==> src/rtl/timebase_pkg.sv <==
package timebase_pkg;
   localparam int SEL_W = 3;

   typedef enum logic [SEL_W-1:0] {
      TB_SYS   = 3'b000,
      TB_DIVA  = 3'b001,
      TB_TOVF  = 3'b010,
      TB_PIN   = 3'b011,
      TB_DIVB  = 3'b100,
      TB_XOSC  = 3'b101,
      TB_OFF_A = 3'b110,
      TB_OFF_B = 3'b111
   } tb_src_e;
endpackage

==> src/rtl/tb_prescaler.sv <==
module tb_prescaler #(
   parameter int DIV = 4
) (
   input  logic clk,
   input  logic rst_n,
   input  logic clr,
   input  logic en,
   output logic tick
);
   localparam int W = (DIV > 2) ? $clog2(DIV) : 1;
   localparam logic [W-1:0] LAST = W'(DIV - 1);

   if (DIV < 2) begin : g_bad_div
      $error("tb_prescaler: DIV must be at least 2");
   end

   logic [W-1:0] cnt_q;

   assign tick = en && !clr && (cnt_q == LAST);

   always_ff @(posedge clk) begin
      if (!rst_n || clr) begin
         cnt_q <= '0;
      end else if (en) begin
         cnt_q <= (cnt_q == LAST) ? '0 : cnt_q + W'(1);
      end
   end

   // a prescaler tick never repeats on the following cycle
   assert_tick_spaced_R9: assert property (@(posedge clk) disable iff (!rst_n)
      tick |=> !tick);
   // restarting the prescaler suppresses a tick in the next cycle
   assert_clr_restart_R9: assert property (@(posedge clk) disable iff (!rst_n)
      clr |=> !tick);
endmodule

==> src/rtl/tb_edge_sync.sv <==
module tb_edge_sync #(
   parameter int STAGES = 2
) (
   input  logic clk,
   input  logic rst_n,
   input  logic async_in,
   output logic rise
);
   if (STAGES < 2) begin : g_bad_stages
      $error("tb_edge_sync: STAGES must be at least 2");
   end

   logic [STAGES-1:0] sync_q;
   logic              last_q;

   for (genvar i = 0; i < STAGES; i++) begin : g_stage
      if (i == 0) begin : g_first
         always_ff @(posedge clk) begin
            if (!rst_n) sync_q[0] <= 1'b0;
            else        sync_q[0] <= async_in;
         end
      end else begin : g_next
         always_ff @(posedge clk) begin
            if (!rst_n) sync_q[i] <= 1'b0;
            else        sync_q[i] <= sync_q[i-1];
         end
      end
   end

   always_ff @(posedge clk) begin
      if (!rst_n) last_q <= 1'b0;
      else        last_q <= sync_q[STAGES-1];
   end

   assign rise = sync_q[STAGES-1] && !last_q;

   // a detected edge lasts exactly one cycle
   assert_rise_single_R6: assert property (@(posedge clk) disable iff (!rst_n)
      rise |=> !rise);
endmodule

==> src/rtl/tb_count_core.sv <==
module tb_count_core #(
   parameter int CNT_W = 16
) (
   input  logic             clk,
   input  logic             rst_n,
   input  logic             run_en,
   input  logic             tick,
   input  logic             load_en,
   input  logic [CNT_W-1:0] load_val,
   input  logic             ovf_clr,
   output logic [CNT_W-1:0] count,
   output logic             ovf_pulse,
   output logic             ovf_flag
);
   if (CNT_W < 2) begin : g_bad_width
      $error("tb_count_core: CNT_W must be at least 2");
   end

   logic step;
   logic wrap;

   assign step = run_en && tick && !load_en;
   assign wrap = step && (&count);

   always_ff @(posedge clk) begin
      if (!rst_n) begin
         count     <= '0;
         ovf_pulse <= 1'b0;
         ovf_flag  <= 1'b0;
      end else begin
         if (load_en)   count <= load_val;
         else if (step) count <= count + CNT_W'(1);
         ovf_pulse <= wrap;
         if (wrap)         ovf_flag <= 1'b1;
         else if (ovf_clr) ovf_flag <= 1'b0;
      end
   end

   assert_hold_idle_R10: assert property (@(posedge clk) disable iff (!rst_n)
      (!run_en && !load_en) |=> $stable(count));
   assert_load_wins_R11: assert property (@(posedge clk) disable iff (!rst_n)
      load_en |=> (count == $past(load_val)));
   assert_step_one_R2: assert property (@(posedge clk) disable iff (!rst_n)
      (run_en && !load_en) |=> (count == $past(count) || count == $past(count) + CNT_W'(1)));
   assert_pulse_zero_R12: assert property (@(posedge clk) disable iff (!rst_n)
      ovf_pulse |-> (count == '0));
   assert_pulse_short_R12: assert property (@(posedge clk) disable iff (!rst_n)
      ovf_pulse |=> !ovf_pulse);
   assert_flag_follows_R13: assert property (@(posedge clk) disable iff (!rst_n)
      ovf_pulse |-> ovf_flag);
endmodule

==> src/rtl/timebase_counter.sv <==
module timebase_counter #(
   parameter int CNT_W      = 16,
   parameter int DIV_A      = 4,
   parameter int DIV_B      = 12,
   parameter int DIV_XOSC   = 8,
   parameter int SYNC_DEPTH = 2
) (
   input  logic             clk,
   input  logic             rst_n,
   input  logic             run_en,
   input  logic [2:0]       src_sel,
   input  logic             ext_osc,
   input  logic             t0_ovf,
   input  logic             ext_cnt,
   input  logic             load_en,
   input  logic [CNT_W-1:0] load_val,
   input  logic             ovf_clr,
   output logic [CNT_W-1:0] count,
   output logic             ovf_pulse,
   output logic             ovf_flag
);
   import timebase_pkg::*;

   tb_src_e sel_q;
   logic    sel_chg;
   logic    tick_a, tick_b, tick_x;
   logic    pin_rise, osc_rise;
   logic    tick;

   always_ff @(posedge clk) begin
      if (!rst_n) sel_q <= TB_OFF_B;
      else        sel_q <= tb_src_e'(src_sel);
   end

   assign sel_chg = (src_sel != sel_q);

   tb_prescaler #(.DIV(DIV_A)) u_div_a (
      .clk(clk), .rst_n(rst_n), .clr(sel_chg), .en(1'b1), .tick(tick_a));

   tb_prescaler #(.DIV(DIV_B)) u_div_b (
      .clk(clk), .rst_n(rst_n), .clr(sel_chg), .en(1'b1), .tick(tick_b));

   tb_edge_sync #(.STAGES(SYNC_DEPTH)) u_sync_pin (
      .clk(clk), .rst_n(rst_n), .async_in(ext_cnt), .rise(pin_rise));

   tb_edge_sync #(.STAGES(SYNC_DEPTH)) u_sync_osc (
      .clk(clk), .rst_n(rst_n), .async_in(ext_osc), .rise(osc_rise));

   tb_prescaler #(.DIV(DIV_XOSC)) u_div_x (
      .clk(clk), .rst_n(rst_n), .clr(sel_chg), .en(osc_rise), .tick(tick_x));

   always_comb begin
      case (tb_src_e'(src_sel))
         TB_SYS:  tick = 1'b1;
         TB_DIVA: tick = tick_a;
         TB_TOVF: tick = t0_ovf;
         TB_PIN:  tick = pin_rise;
         TB_DIVB: tick = tick_b;
         TB_XOSC: tick = tick_x;
         default: tick = 1'b0;
      endcase
   end

   tb_count_core #(.CNT_W(CNT_W)) u_core (
      .clk(clk), .rst_n(rst_n), .run_en(run_en), .tick(tick),
      .load_en(load_en), .load_val(load_val), .ovf_clr(ovf_clr),
      .count(count), .ovf_pulse(ovf_pulse), .ovf_flag(ovf_flag));

   assert_off_codes_R8: assert property (@(posedge clk) disable iff (!rst_n)
      (src_sel[2:1] == 2'b11 && !load_en) |=> $stable(count));
   assert_sys_step_R2: assert property (@(posedge clk) disable iff (!rst_n)
      (src_sel == 3'b000 && run_en && !load_en) |=> (count == $past(count) + CNT_W'(1)));
endmodule

==> config.mk <==
export PLATFORM = sky130hd
export DESIGN_NAME = timebase_counter
export DESIGN_NICKNAME = d
export VERILOG_FILES = /design/src/rtl/timebase_pkg.sv /design/src/rtl/tb_prescaler.sv /design/src/rtl/tb_edge_sync.sv /design/src/rtl/tb_count_core.sv /design/src/rtl/timebase_counter.sv
export SDC_FILE = /design/constraint.sdc
export NUM_CORES = 1
export LEC_CHECK = 0
export BUFFER_PORTS_ARGS = -buffer_cell sky130_fd_sc_hd__buf_2
export CAP_MARGIN = 25
export CORE_MARGIN = 5
export CORE_UTILIZATION = 40
export DETAILED_ROUTE_END_ITERATION = 16
export PLACE_DENSITY = 0.74
export REMOVE_ABC_BUFFERS = 1
export SYNTH_ARGS = -nofsm -noshare
export SYNTH_HDL_FRONTEND = slang
export SYNTH_SLANG_ARGS = --single-unit
==> constraint.sdc <==
create_clock -name clk -period 2.1 [get_ports clk]
set_input_delay 0.42 -clock clk [delete_from_list [all_inputs] [get_ports clk]]
set_output_delay 0.42 -clock clk [all_outputs]
set_load 0.01 [all_outputs]
==> results.yml, run 1 <==
run_status:
  status: "finished clean"
setup_path:
  critPathSlowestCell: "or4_4"
  crit_required_ns: 2.28
  critPathKind: "reg2reg"
  crit_chain: "ha_4 > ha_4 > nand3b_1 > a21oi_2 > a311oi_4 > buf_12 > or4_4 > o2111a_1"
  worstPathMaxFanout: 8
  critical-path-max-stage-delay_ns: 0.50
  worstRegToRegCells: 8
  critPathArrivalTime_ns: 2.22
  startpoint_type: "flip-flop"
  crit_path_end_kind: "flip-flop"
  crit_top_cell: "ha_4"
routing:
  dr.pass1.iters: 4
  num_vias: 1775
  route.antenna.remaining_nets: 0
  viasPerCell: 5.56
  detail_route.wl_per_cell_um: 14.3
  routed_wl_mm: 4.55
  drcViolationCount: 0
  drt_iter0_markers: 73
power:
  p_per_area_mw_per_mm2: 590
  power.leakage_nw: 0.948
  max-vdd-ir-drop_uv: 229
global_route:
  grt_antenna_before_repair: 0
  grt_max_degree: 30
  grt_pass1_wl_mm: 7.35
  gr-usage-all-layers_pct: 14.5
  grt_pass1_vias: 1671
  overflow: 0
clocking:
  h-tree-depth: 2
  cts_buffers: 5
  cts_tree: "yes"
  root_buffer: "clkbuf_8"
  cts_buffer_depth: 2
  clk_latency_ns: 0.28
  clkTransAtPathRegs_ns: 0.07
  post-cts-setup-buffers: 0
  cts.sinks: 36
logic_synthesis:
  ys_ff_latch: 36
  synth.yosys.warnings: 0
  synth_edf_count: 0
  yosysMostFrequentCell: "dfxtp_1"
  ys.flop_type: "dfxtp_1"
  synth.avg_cell_area_um2: 8.73
  ys_seq_area_share_pct: 39.3
  synthTopCellsByCount: "dfxtp_1 (36), nor2_1 (16), nand2_1 (15), o21ai_0 (15)"
  synthCells: 210
  synth_top_area_cell: "dfxtp_1"
  async_reset_ff_share_pct: 0
  netlist.area_leader.share_pct: 39.3
  synth_area_mm2: 0.00183
  synth_cell_types: 42
  synthTopCellsByArea: "dfxtp_1 (39%), or4_1 (4.5%), o21ai_0 (4.1%)"
floorplanning:
  pin_count: 45
  fp.dieArea_mm2: 0.00604
  core_mm2: 0.00441
  core.rowCount: 24
  start_util_pct: 41.5
  dieHeight_um: 77.7
  fp.dieW_um: 77.7
place:
  placedCellCount: 310
  place.gp.congestion: 0.834
  placed_area_mm2: 0.00218
  port-buffer-count: 44
  detailed_place_hpwl_mm: 3.12
  place_ws_ns: -0.0207
timing:
  finalHoldViolations: 0
  fin_crit_sh_pct: 97.1
  slew_headroom_pct: 70.2
  slew_viol_final: 0
  max_freq_ghz: 0.490
  fin_ws_ns: 0.0603
  final-setup-viol-count: 0
  grt_setup_unrepaired: "true"
  skew_ns: 0.00610
  worstMarginPinSlew_ns: 0.448
  min_period_ns: 2.04
cells_and_area:
  fillers: 404
  drive_above_1_share_pct: 33.3
  finalNonFillerCells: 319
  diodes: 0
  syn2layout_area_growth_pct: 31.7
  fin_nets: 299
  post-route-cell-area_mm2: 0.00241
flow_run:
  maxCapViolCount: 0
hold_path:
  hold_depth: 2
  hp-class: "in2reg"
## cell families after synthesis
family | Yosys count | share of synthesized area [%]
DFF | 36 | 39.3
and+or+nand+nor | 93 | 28.0
AOI/OAI and AO/OA | 52 | 21.0
buffers and inverters | 18 | 5.26
muxes | 2 | 1.09
xor gates and xnor gates | 4 | 1.91
adders and majority gates | 5 | 3.41
## layout by cell type, fill, tap and decap left out, types with 2 or more instances in the layout
master / synthesis / layout
a31oi_1: 9 / 9
nor2b_1: 2 / 2
or4_4: 0 / 3
and3_1: 2 / 2
a21oi_1: 5 / 4
and2_1: 8 / 8
nor3_1: 5 / 4
nand3_1: 11 / 11
o31ai_1: 7 / 7
inv_1: 4 / 4
clkbuf_16: 0 / 2
o2111a_1: 4 / 4
nand2b_1: 6 / 6
xnor2_1: 2 / 2
xor2_1: 2 / 2
buf_2: 2 / 44
dfxtp_1: 36 / 32
mux2i_1: 2 / 2
nand4_1: 2 / 2
nand3b_1: 2 / 2
nor3b_1: 4 / 4
or4_1: 11 / 8
nor2_1: 16 / 16
o21ai_0: 15 / 15
clkbuf_8: 0 / 5
o41ai_1: 4 / 3
dfxtp_2: 0 / 4
buf_4: 3 / 15
ha_4: 0 / 3
o21a_1: 2 / 2
or3_1: 2 / 2
nand2_1: 15 / 14
nor4_1: 3 / 3
## area by class of cell
cell class / count / area, µm² / share of cell area (%)
clock buffers: 6 / 72.6 / 3.01
well taps: 52 / 65.1 / 2.69
multi-input cells: 156 / 1110 / 46.1
flip-flops and latches: 36 / 726 / 30.1
clock inverters: 1 / 5.00 / 0.207
repair buffers: 63 / 414 / 17.2
inverters: 5 / 18.8 / 0.777
## timing repair
action                                  CTS  global route
endpoints found under the setup margin    0            13
resized for setup                         0            23
hold buffers                              0             0
endpoints found under the hold margin     0             0
## final timing paths
check | from | to | slack [ns]
setup / recovery | u_div_x.cnt_q[1] | u_core.count[12] | 0.06
hold / removal | ext_cnt | u_sync_pin.sync_q[0] | 0.35
setup reg to reg | u_div_x.cnt_q[1] | u_core.count[12] | 0.06
hold reg to reg | u_div_b.cnt_q[0] | u_div_b.cnt_q[0] | 0.43
## state kept, by name (all words and copies together), names as in the netlist
name,count
u_sync_osc.sync_q,2
u_core.count,16
u_core.ovf_flag,1
u_core.ovf_pulse,1
u_div_a.cnt_q,2
u_sync_osc.last_q,1
u_div_x.cnt_q,3
u_sync_pin.last_q,1
sel_q,3
u_sync_pin.sync_q,2
u_div_b.cnt_q,4
## report_power, final
group          internal [mW]  switching [mW]
Clock                  0.225           0.223
Sequential             0.715          0.0345
Combinational          0.110           0.118
## metal layers
| metal | share of wire (%) | track usage, % |
|---|---|---|
| met1 | 44 | 17.7 |
| met2 | 48 | 24.0 |
| met3 | 6.9 | 4.40 |
| met4 | 1.7 | 5.50 |
| met5 | 0 | 0 |
## worst max-delay path, delay by kind of cell, from the launching register on
family / cells / cell delay (ns)
and+or+nand+nor: 2 / 0.63
AOI/OAI and AO/OA: 3 / 0.51
DFF: 1 / 0.35
adders and majority gates: 2 / 0.26
buffers and inverters: 1 / 0.18
## stage by stage
stage,power (mW),utilization [%],TNS [ns],hold WS [ns]
floorplan,0.856,-,-4.25,0.404
global placement,0.960,49.4,0,0.413
detailed placement,0.965,49.4,-0.0494,0.420
CTS,1.41,51.2,0,0.339
global route,1.50,54.7,-0.0205,0.351
finish,1.43,54.7,0,0.346
Power figures use the tool's default switching activity.
==> run 2: changes to the inputs <==
ABC_AREA = 1   (was default)
PLACE_DENSITY = 0.73   (was 0.74)
==> run 2 against run 1 <==
Net effect:
- hold slack lost 0.037 ns
- non-clock buffer count shrank 17
- sequential power shrank 1%
- via count grew 5.5%
- register-to-register slack gained 0.16 ns
- wire length shrank 1.1%
==> results.yml, run 2 <==
floorplanning:
  start_util_pct: 41.6
  dieHeight_um: 80.3
  fp.dieArea_mm2: 0.00645
  core_mm2: 0.00475
  pin_count: 45
  fp.dieW_um: 80.3
  core.rowCount: 25
logic_synthesis:
  yosysMostFrequentCell: "nand2_1"
  ys_ff_latch: 36
  netlist.area_leader.share_pct: 36.4
  synthTopCellsByCount: "nand2_1 (88), dfxtp_1 (36), inv_1 (27), nand3_1 (25), nor2_1 (22)"
  ys_seq_area_share_pct: 36.4
  synth.yosys.warnings: 0
  synth.avg_cell_area_um2: 7.01
  synth_edf_count: 0
  synth_top_area_cell: "dfxtp_1"
  synth_area_mm2: 0.00198
  async_reset_ff_share_pct: 0
  synth_cell_types: 26
  ys.flop_type: "dfxtp_1"
  synthTopCellsByArea: "dfxtp_1 (36%), nand2_1 (17%), nand3_1 (6.3%)"
  synthCells: 282
global_route:
  grt_pass1_wl_mm: 7.62
  gr-usage-all-layers_pct: 14.7
  grt_pass1_vias: 1755
  overflow: 0
  grt_max_degree: 24
  grt_antenna_before_repair: 0
power:
  swShare_pct: 26.1
  max-vdd-ir-drop_uv: 303
  p_seq_share_pct: 47.9
  power.leakage_nw: 1.09
  p_comb_share_pct: 12.9
  total_power_mw: 1.55
  power_frac_clock_pct: 39.2
  netSwitchingPower_uw: 404
  p_per_area_mw_per_mm2: 660
  intPower_mw: 1.14
routing:
  routed_wl_mm: 4.50
  route.antenna.remaining_nets: 0
  drcViolationCount: 0
  detail_route.wl_per_cell_um: 11.4
  viasPerCell: 4.75
  dr.pass1.iters: 4
  drt_iter0_markers: 71
  num_vias: 1872
timing:
  max_freq_ghz: 0.531
  slew_viol_final: 0
  fin_tns_setup_ns: 0
  final-setup-viol-count: 0
  grt_setup_unrepaired: "false"
  finalHoldViolations: 0
  worstMarginPinSlew_ns: 0.631
  slew_headroom_pct: 57.9
  skew_ns: 0.0103
  min_period_ns: 1.88
  fin_crit_sh_pct: 89.6
  fin_ws_ns: 0.218
cells_and_area:
  finalNonFillerCells: 394
  top_register: "u_core.count"
  syn2layout_area_growth_pct: 18.6
  final_cell_mix: "nand2_1 (88), buf_2 (44), dfxtp_1 (36)"
  largest_reg_flops: 16
  fillers: 503
  diodes: 0
  reg_top3: "u_core.count (16), u_div_b.cnt_q (4)"
  fin_nets: 358
  drive_above_1_share_pct: 23.2
  layout_commonest_cell: "nand2_1"
clocking:
  clk_latency_ns: 0.29
  cts_buffers: 5
  cts.sinks: 36
  cts_buffer_depth: 2
  root_buffer: "clkbuf_8"
  clkTransAtPathRegs_ns: 0.07
  h-tree-depth: 2
  post-cts-setup-buffers: 0
  cts.repair.resized: 0
  cts_hold_buf: 0
  cts_tree: "yes"
place:
  detailed_place_hpwl_mm: 3.29
  port-buffer-count: 44
  place_ws_ns: 0.275
  placedCellCount: 386
  place.gp.congestion: 0.827
hold_path:
  hp-class: "in2reg"
setup_path:
  crit_path_end_kind: "flip-flop"
  critPathArrivalTime_ns: 2.10
  startpoint_type: "flip-flop"
  worstPathMaxFanout: 7
  crit_required_ns: 2.32
  critPathKind: "reg2reg"
flow_run:
  maxCapViolCount: 0
run_status:
  status: "finished clean"
==> run 2: power by group through the flow <==
| stage | clock network [mW] | logic (mW) | registers (mW) |
|---|---|---|---|
| 6_report | 0.606 | 0.200 | 0.742 |
| 5_1_grt | 0.648 | 0.226 | 0.746 |
| 4_1_cts | 0.624 | 0.202 | 0.741 |
| 3_5_place_dp | 0 | 0.200 | 0.756 |
| 3_3_place_gp | 0 | 0.197 | 0.755 |
| 2_1_floorplan | 0 | 0.115 | 0.758 |
==> run 2: worst max-delay path, stage by stage, from the launching register on <==
cell and delay (ns):
dfxtp_1 0.46, ha_1 0.27, nand2_1 0.09, nor2_1 0.13, nand2_1 0.11, nor3_1 0.18, nand4_1 0.16, or2_2 0.30
o21ai_1 0.13
==> run 2: layer usage <==
layer / GRT usage (%) / vias to the layer above / part of all wire (%)
met5: 0 / - / 0
met4: 5.07 / 0 / 1.4
met3: 3.25 / 6 / 6.2
met2: 25.7 / 53 / 48
met1: 17.7 / 836 / 44
li1: - / 977 / -
==> run 2: final cells by class <==
cell class	instances	area, µm²	area share, %
inverters	27	101	4.32
clock buffers	6	72.6	3.09
multi-input cells	210	1100	46.8
clock inverters	2	35.0	1.49
well taps	67	83.8	3.57
flip-flops and latches	36	721	30.7
repair buffers	46	235	10.0
==> run 2: cells by family (layout without fill, tap and decap cells) <==
| group | count (synthesis) | count (layout) | synth area share [%] |
|---|---|---|---|
| and+or+nand+nor | 154 | 154 | 34.4 |
| DFF | 36 | 36 | 36.4 |
| buffers and inverters | 36 | 81 | 8.10 |
| AOI/OAI and AO/OA | 34 | 34 | 10.3 |
| xor gates and xnor gates | 16 | 16 | 7.08 |
| adders and majority gates | 5 | 5 | 3.16 |
| muxes | 1 | 1 | 0.506 |
==> run 2: per-stage QoR <==
stage                     area [µm²]  util [%]  hold slack [ns]
after floorplan                 1920         -            0.390
after global placement          2240      47.1            0.393
after detailed placement        2240      47.1            0.400
after CTS                       2350      49.3            0.298
after global routing            2350      49.3            0.332
final                           2350      49.3            0.309
==> run 2: worst paths after layout <==
| check | endpoint | from | cells after the start | slack, ns |
|---|---|---|---|---|
| worst max-delay path | u_core.ovf_flag | u_core.count[0] | 8 | 0.22 |
| worst min-delay path | u_sync_osc.sync_q[0] | ext_osc | 3 | 0.31 |
| worst max register to register | u_core.ovf_flag | u_core.count[0] | 8 | 0.22 |
| worst min register to register | u_sync_osc.sync_q[1] | u_sync_osc.sync_q[0] | 2 | 0.41 |
